`src/rtl/cond_test_pkg.sv`:
```
package cond_test_pkg;
  localparam int unsigned CODE_W = 5;
  localparam int unsigned SEL_W  = CODE_W - 1;

  typedef enum logic [SEL_W-1:0] {
    CT_ALWAYS      = 4'd0,
    CT_XCARRY      = 4'd1,
    CT_XZERO       = 4'd2,
    CT_NOT_STR_HIT = 4'd3,
    CT_RSV_A       = 4'd4,
    CT_RSV_B       = 4'd5,
    CT_RSV_C       = 4'd6,
    CT_STR_HIT     = 4'd7,
    CT_OVF         = 4'd8,
    CT_CARRY       = 4'd9,
    CT_ZERO        = 4'd10,
    CT_BELOW_EQ    = 4'd11,
    CT_SIGN        = 4'd12,
    CT_PARITY      = 4'd13,
    CT_LESS        = 4'd14,
    CT_LESS_EQ     = 4'd15
  } base_test_e;

  typedef struct packed {
    logic cf;
    logic pf;
    logic zf;
    logic sf;
    logic of;
    logic xcf;
    logic xzf;
  } flag_set_t;
endpackage

```
`src/rtl/cond_flag_pick.sv`:
```
module cond_flag_pick
  import cond_test_pkg::*;
#(
  parameter int unsigned FLAG_W  = 16,
  parameter int unsigned POS_CF  = 0,
  parameter int unsigned POS_PF  = 2,
  parameter int unsigned POS_ZF  = 6,
  parameter int unsigned POS_SF  = 7,
  parameter int unsigned POS_OF  = 11,
  parameter int unsigned POS_XCF = 12,
  parameter int unsigned POS_XZF = 13
) (
  input  logic [FLAG_W-1:0] flags_i,
  output flag_set_t         fl_o
);
  always_comb begin
    fl_o.cf  = flags_i[POS_CF];
    fl_o.pf  = flags_i[POS_PF];
    fl_o.zf  = flags_i[POS_ZF];
    fl_o.sf  = flags_i[POS_SF];
    fl_o.of  = flags_i[POS_OF];
    fl_o.xcf = flags_i[POS_XCF];
    fl_o.xzf = flags_i[POS_XZF];
  end
endmodule

```
`src/rtl/cond_base_eval.sv`:
```
module cond_base_eval
  import cond_test_pkg::*;
(
  input  base_test_e sel_i,
  input  flag_set_t  fl_i,
  output logic       val_o,
  output logic       rsv_o
);
  logic str_hit;
  logic lt;

  always_comb begin
    str_hit = ~fl_i.xzf & fl_i.zf;
    lt      = fl_i.sf ^ fl_i.of;
    rsv_o   = 1'b0;
    unique case (sel_i)
      CT_ALWAYS:      val_o = 1'b1;
      CT_XCARRY:      val_o = fl_i.xcf;
      CT_XZERO:       val_o = fl_i.xzf;
      CT_NOT_STR_HIT: val_o = ~str_hit;
      CT_STR_HIT:     val_o = str_hit;
      CT_OVF:         val_o = fl_i.of;
      CT_CARRY:       val_o = fl_i.cf;
      CT_ZERO:        val_o = fl_i.zf;
      CT_BELOW_EQ:    val_o = fl_i.cf | fl_i.zf;
      CT_SIGN:        val_o = fl_i.sf;
      CT_PARITY:      val_o = fl_i.pf;
      CT_LESS:        val_o = lt;
      CT_LESS_EQ:     val_o = lt | fl_i.zf;
      default: begin
        val_o = 1'b0;
        rsv_o = 1'b1;
      end
    endcase
  end
endmodule

```
`src/rtl/cond_test_eval.sv`:
```
module cond_test_eval
  import cond_test_pkg::*;
#(
  parameter int unsigned FLAG_W  = 16,
  parameter int unsigned POS_CF  = 0,
  parameter int unsigned POS_PF  = 2,
  parameter int unsigned POS_ZF  = 6,
  parameter int unsigned POS_SF  = 7,
  parameter int unsigned POS_OF  = 11,
  parameter int unsigned POS_XCF = 12,
  parameter int unsigned POS_XZF = 13
) (
  input  logic              clk,
  input  logic              rst,
  input  logic [FLAG_W-1:0] flags_i,
  input  logic [CODE_W-1:0] code_i,
  output logic              pred_o,
  output logic              illegal_o
);
  flag_set_t  fl;
  base_test_e sel;
  logic       upper;
  logic       base_val;
  logic       rsv;
  logic       pred_d;
  logic       pred_q;
  logic       illegal_q;

  assign sel   = base_test_e'(code_i[SEL_W-1:0]);
  assign upper = code_i[CODE_W-1];

  cond_flag_pick #(
    .FLAG_W(FLAG_W), .POS_CF(POS_CF), .POS_PF(POS_PF), .POS_ZF(POS_ZF),
    .POS_SF(POS_SF), .POS_OF(POS_OF), .POS_XCF(POS_XCF), .POS_XZF(POS_XZF)
  ) pick_i (
    .flags_i (flags_i),
    .fl_o    (fl)
  );

  cond_base_eval base_i (
    .sel_i (sel),
    .fl_i  (fl),
    .val_o (base_val),
    .rsv_o (rsv)
  );

  // Upper half inverts, except the string-end slot, which has its own test.
  always_comb begin
    if (rsv)
      pred_d = 1'b1;
    else if (upper && sel == CT_STR_HIT)
      pred_d = ~fl.xzf & ~fl.zf;
    else
      pred_d = base_val ^ upper;
  end

  always_ff @(posedge clk) begin
    if (rst) begin
      pred_q    <= 1'b0;
      illegal_q <= 1'b0;
    end else begin
      pred_q    <= pred_d;
      illegal_q <= rsv;
    end
  end

  assign pred_o    = pred_q;
  assign illegal_o = illegal_q;

  a_r1_reset_clear: assert property (@(posedge clk)
    rst |=> (!pred_o && !illegal_o));
  a_r8_illegal_pred: assert property (@(posedge clk) disable iff (rst)
    illegal_o |-> pred_o);
  a_r8_rsv_code: assert property (@(posedge clk) disable iff (rst)
    (code_i == 5'd20) |=> illegal_o);
  a_r3_always: assert property (@(posedge clk) disable iff (rst)
    (code_i == 5'd0) |=> (pred_o && !illegal_o));
  a_r3_never: assert property (@(posedge clk) disable iff (rst)
    (code_i == 5'd16) |=> !pred_o);
  a_r6_str_end: assert property (@(posedge clk) disable iff (rst)
    (code_i == 5'd23 && !flags_i[POS_ZF] && !flags_i[POS_XZF]) |=> pred_o);
  a_r4_carry: assert property (@(posedge clk) disable iff (rst)
    (code_i == 5'd9) |=> (pred_o == $past(flags_i[POS_CF])));
endmodule

```
`config.mk`:
```
export PLATFORM = sky130hd
export DESIGN_NAME = cond_test_eval
export DESIGN_NICKNAME = d
export VERILOG_FILES = /design/src/rtl/cond_test_pkg.sv /design/src/rtl/cond_flag_pick.sv /design/src/rtl/cond_base_eval.sv /design/src/rtl/cond_test_eval.sv
export SDC_FILE = /design/constraint.sdc
export NUM_CORES = 1
export LEC_CHECK = 0
export ABC_CLOCK_PERIOD_IN_PS = 900
export BUFFER_PORTS_ARGS = -buffer_cell sky130_fd_sc_hd__buf_2
export CORE_AREA = 2 2 39 41
export CTS_CLUSTER_DIAMETER = 50
export DETAILED_ROUTE_END_ITERATION = 6
export DIE_AREA = 0 0 41 43
export PLACE_DENSITY = 0.46
export RECOVER_POWER = 25
export SLEW_MARGIN = 10
export SYNTH_ARGS = -nofsm -noshare
export SYNTH_HDL_FRONTEND = slang
export SYNTH_SLANG_ARGS = --single-unit
```
`constraint.sdc`:
```
create_clock -name clk -period 0.9 [get_ports clk]
set_input_delay 0.045 -clock clk [delete_from_list [all_inputs] [get_ports clk]]
set_output_delay 0.045 -clock clk [all_outputs]
set_load 0.005 [all_outputs]
```
==> reports/qor.csv, run 1 <==
metric;value;unit
DR WL met2;367;microns
Ant. Diodes;0;
clock buffer count from CTS;3;
min Tclk post-route;0.823;ns
Die X;41;microns
RSZ-0062 raised after global routing;no;
DP HPWL;516;microns
routability cong.;0.696;
post-route cell area;392;sq um
post-synth net total;52;
Cells after Synth;29;
Worst Hold Depth;2;
crit-path max FO;2;
gr usage total;0.0841;
hold_sp;code_i[3];
die footprint;1760;sq um
ys async rst share;0;
TritonCTS clock tree;yes;
slew at the pin closest to its max-slew limit;0.253;ns
HP Class;in2reg;
Post-DP Area;359;sq um
synthesized area;226;sq um
layout cells sized above 1;0.509;
CP Capture Type;flop;
first-pass GRT wire length;1020;microns
Layout Nets;78;
top cells by instance count after synthesis;3 x a31oi_1, 3 x mux2i_1, 2 x dfxtp_1, 2 x nand2_1, 2 x o21ai_0;
routed vias;299;
Synth cell types;22;
initial antenna violation count;0;
post_cts resized;0;
Setup-failing EPs final;0;
CTS Buffer Depth;2;
vias in the first global route;297;
core area;1380;sq um
syn_area_per_cell;7.81;sq um
fin crit share;0.915;
Peak VDD IR;0.198;mV
overall power;442;uW
FF+latch count, synth;2;
Slew Viols, Final;0;
sequential area share after synthesis;0.177;
drt total wl;656;microns
utilization after layout;0.283;
Slew Limit Headroom;0.830;
slowest CP cell;dlygate4sd3_1;
final hold violation count;0;
status;complete, no violations;
Post-synth EDFFs;0;
dominant cells by area after synthesis;dfxtp_1 18%, mux2i_1 13%, a31oi_1 8.3%;
Max Freq;1.21;GHz
first-pass detailed-route iteration total;4;
worst-path cell chain;dlygate4sd3_1 -> buf_2 -> nor4_1;
Wirelength per Cell;9.51;microns
top routing layer in use;met3;
H-tree lvl count;1;
met1 WL;270;microns
CTS Hold Bufs;1;
YS warnings;0;
largest net degree at the start of global routing;7;
Crit Path Class;in2reg;
wire length on met3;18;microns
leak pwr;0.000193;uW
area leader, netlist;dfxtp_1;
Detail Route Antenna Nets;0;
area fraction of the dominant cell type after synthesis;0.177;
Data required, critical path;1.02;ns
CP startpoint kind;primary input;
Die Height;43;microns
Root Buffer;clkbuf_4;
Remaining DRCs;0;
Rows;14;
Setup TNS;0;ns
synthesis-to-layout area growth;72.9;%
CTS clk-pin slew, worst paths;0.03;ns
DR iter-0 viols;6;
PD cells;1130;nW/um^2
CTS sink cnt;2;
number of I/O port buffers;15;
Most used DFF post-synth;dfxtp_1;
Top Ports;25;
max cap viols;0;
CP max stage delay;0.53;ns
Overflow after GRT;0;
average vias per placed instance;4.33;
initial core utilization;0.164;
Worst Path Arrival;0.95;ns
post-CTS setup buffer count;0;
Endpoint, Worst Hold;illegal_o;
-- worst max path at each step --
stage | end | start | cells past startpoint
after floorplan | pred_o | flags_i[6] | 5
after global placement | pred_o | code_i[0] | 6
after detailed placement | pred_o | code_i[0] | 6
after CTS | illegal_o | rst | 3
after global routing | pred_o | code_i[0] | 6
final | illegal_o | rst | 3
-- metrics by stage --
stage | setup WS (ns) | cells | hold slack (ns)
6_report | 0.0766 | 69 | 0.0750
5_1_grt | 0.0267 | 69 | 0.0886
4_1_cts | 0.0816 | 69 | 0.0746
3_5_place_dp | -0.117 | 65 | 0.223
3_3_place_gp | -0.117 | 65 | 0.226
2_1_floorplan | 0.0737 | 29 | 0.114
-- report_power, final --
| group | switching [uW] | internal [uW] |
|---|---|---|
| Clock | 55.9 | 148 |
| Combinational | 64.0 | 77.2 |
| Sequential | 1.35 | 95.4 |
| Total | 121 | 320 |
-- logic make-up (layout without fill, tap and decap cells) --
group	count (synthesis)	after routing	synth area share
DFF	2	2	0.177
buffers and inverters	2	26	0.0331
xor gates and xnor gates	2	2	0.0774
AOI/OAI and AO/OA	10	10	0.326
and+or+nand+nor	10	10	0.254
muxes	3	3	0.133
-- metal layers --
| layer | track usage | vias to the layer above |
|---|---|---|
| met5 | 0 | - |
| met4 | 0.0400 | 0 |
| met3 | 0.0157 | 0 |
| met2 | 0.153 | 4 |
| met1 | 0.0828 | 137 |
| li1 | - | 158 |
-- layout make-up --
| class | count | area [sq um] |
|---|---|---|
| fill | 163 | 992 |
| tap | 16 | 20.0 |
| clock buffer | 3 | 22.5 |
| inverter | 2 | 7.51 |
| multi-input combinational | 25 | 179 |
| timing repair buffer | 21 | 123 |
| sequential | 2 | 40.0 |
-- cell usage in the layout, fill, tap and decap left out, types with 2 or more instances in the layout --
| cell | count |
|---|---|
| clkbuf_4 | 3 |
| a31oi_1 | 3 |
| buf_2 | 15 |
| dfxtp_1 | 2 |
| o21ai_0 | 2 |
| buf_4 | 5 |
| mux2i_1 | 3 |
| nand2_1 | 2 |
-- critical path: cells and delay by family --
family	cells	cell delay, ns
buffers and inverters	2	0.66
AND/OR/NAND/NOR	1	0.24
-- flip-flops by register name, indices dropped and copies added, names as in the netlist --
signal,cells
illegal_o,1
pred_o,1
(Power assumes the default switching activity.)
==> run 2: changes to the inputs <==
--- a/config.mk
+++ b/config.mk
@@ -11,7 +11,7 @@
 export CTS_CLUSTER_DIAMETER = 50
 export DETAILED_ROUTE_END_ITERATION = 6
 export DIE_AREA = 0 0 41 43
-export PLACE_DENSITY = 0.46
+export PLACE_DENSITY = 0.49
 export RECOVER_POWER = 25
 export SLEW_MARGIN = 10
 export SYNTH_ARGS = -nofsm -noshare
==> reports/qor.csv, run 2 (same netlist as run 1, synthesis figures left out) <==
metric;value;unit
initial antenna violation count;0;
Slew Limit Headroom;0.861;
first-pass detailed-route iteration total;2;
Endpoint, Worst Hold;pred_o;
clock buffer count from CTS;3;
initial core utilization;0.164;
layout cells sized above 1;0.500;
gr usage total;0.0731;
first-pass GRT wire length;938;microns
Setup TNS;0;ns
Ant. Diodes;0;
Place WS;-0.176;ns
TritonCTS clock tree;yes;
Overflow after GRT;0;
min Tclk post-route;0.833;ns
routability cong.;0.727;
commonest non-fill, non-tap cells in the layout;15 x buf_2, 4 x clkbuf_4, 3 x mux2i_1, 3 x a31oi_1;
PD cells;1130;nW/um^2
largest net degree at the start of global routing;7;
routed vias;288;
Crit Path Class;in2reg;
final hold violation count;0;
max cap viols;0;
CTS Buffer Depth;2;
leak pwr;0.000179;uW
final hold slack;0.00603;ns
CTS sink cnt;2;
CTS Hold Bufs;0;
crit-path max FO;6;
Detail Route Antenna Nets;0;
Top Ports;25;
slew at the pin closest to its max-slew limit;0.206;ns
fin crit share;0.926;
status;complete, no violations;
post-route cell area;367;sq um
core area;1380;sq um
hold_sp;rst;
average vias per placed instance;4.36;
Slew Viols, Final;0;
post_cts resized;0;
Rows;14;
Max Freq;1.20;GHz
Post-DP Area;344;sq um
CP Capture Type;flop;
Peak VDD IR;0.420;mV
most common cell after layout, fill and taps aside;buf_2;
DR iter-0 viols;1;
synthesis-to-layout area growth;61.9;%
CTS clk-pin slew, worst paths;0.03;ns
H-tree lvl count;1;
number of I/O port buffers;15;
Layout Nets;75;
Root Buffer;clkbuf_4;
vias in the first global route;249;
HP Class;in2reg;
RSZ-0062 raised after global routing;yes;
final worst setup slack;0.0665;ns
Worst Path Arrival;0.97;ns
utilization after layout;0.265;
Remaining DRCs;0;
Setup-failing EPs final;0;
DP HPWL;477;microns
Data required, critical path;1.04;ns
Worst Hold Depth;2;
post-CTS setup buffer count;0;
die footprint;1760;sq um
Die Height;43;microns
drt total wl;568;microns
Wirelength per Cell;8.61;microns
Die X;41;microns
CP startpoint kind;primary input;
## run 2: cell types whose count changed in the layout (fill, tap and decap cells not counted), sizes merged
cell	previous run	this run
dlygate4sd3	1	0
buf	20	17
clkbuf	3	4
## run 2: metal layers
| layer | vias up | global-route usage | part of all wire |
|---|---|---|---|
| li1 | 152 | - | - |
| met1 | 132 | 0.0892 | 0.42 |
| met2 | 4 | 0.122 | 0.55 |
| met3 | 0 | 0.0157 | 0.030 |
| met4 | 0 | 0.0200 | 0 |
| met5 | - | 0 | 0 |
## run 2: per-stage QoR
stage	total power, uW	instances
floorplan	161	29
global placement	228	63
detailed placement	229	63
CTS	427	66
global route	447	66
finish	415	66
## run 2: report_power, final
group / total [uW] / switching (uW) / internal (uW)
Sequential: 96.4 / 0.912 / 95.4
Combinational: 129 / 60.5 / 68.7
Clock: 190 / 43.2 / 146
Total: 415 / 105 / 311
## run 2: worst max path at each step
stage / startpoint / endpoint / cells after the start
final: code_i[0] / pred_o / 6
after detailed placement: code_i[0] / pred_o / 6
after global placement: code_i[0] / pred_o / 6
after floorplan: flags_i[6] / pred_o / 5
after CTS: code_i[0] / pred_o / 6
after global routing: code_i[0] / pred_o / 6
## run 2: critical path: stages
cell and delay [ns]:
buf_2 0.13, nor3b_1 0.14, a31oi_1 0.20, a21oi_1 0.10, a211o_1 0.23, a31oi_1 0.13
## run 2: layout make-up
class / count / area, sq um
Clock buffer: 3 / 22.5
Fill cell: 161 / 1020
Inverter: 2 / 7.51
Multi-Input combinational cell: 25 / 179
Sequential cell: 2 / 40.0
Tap cell: 16 / 20.0
Timing Repair Buffer: 18 / 97.6
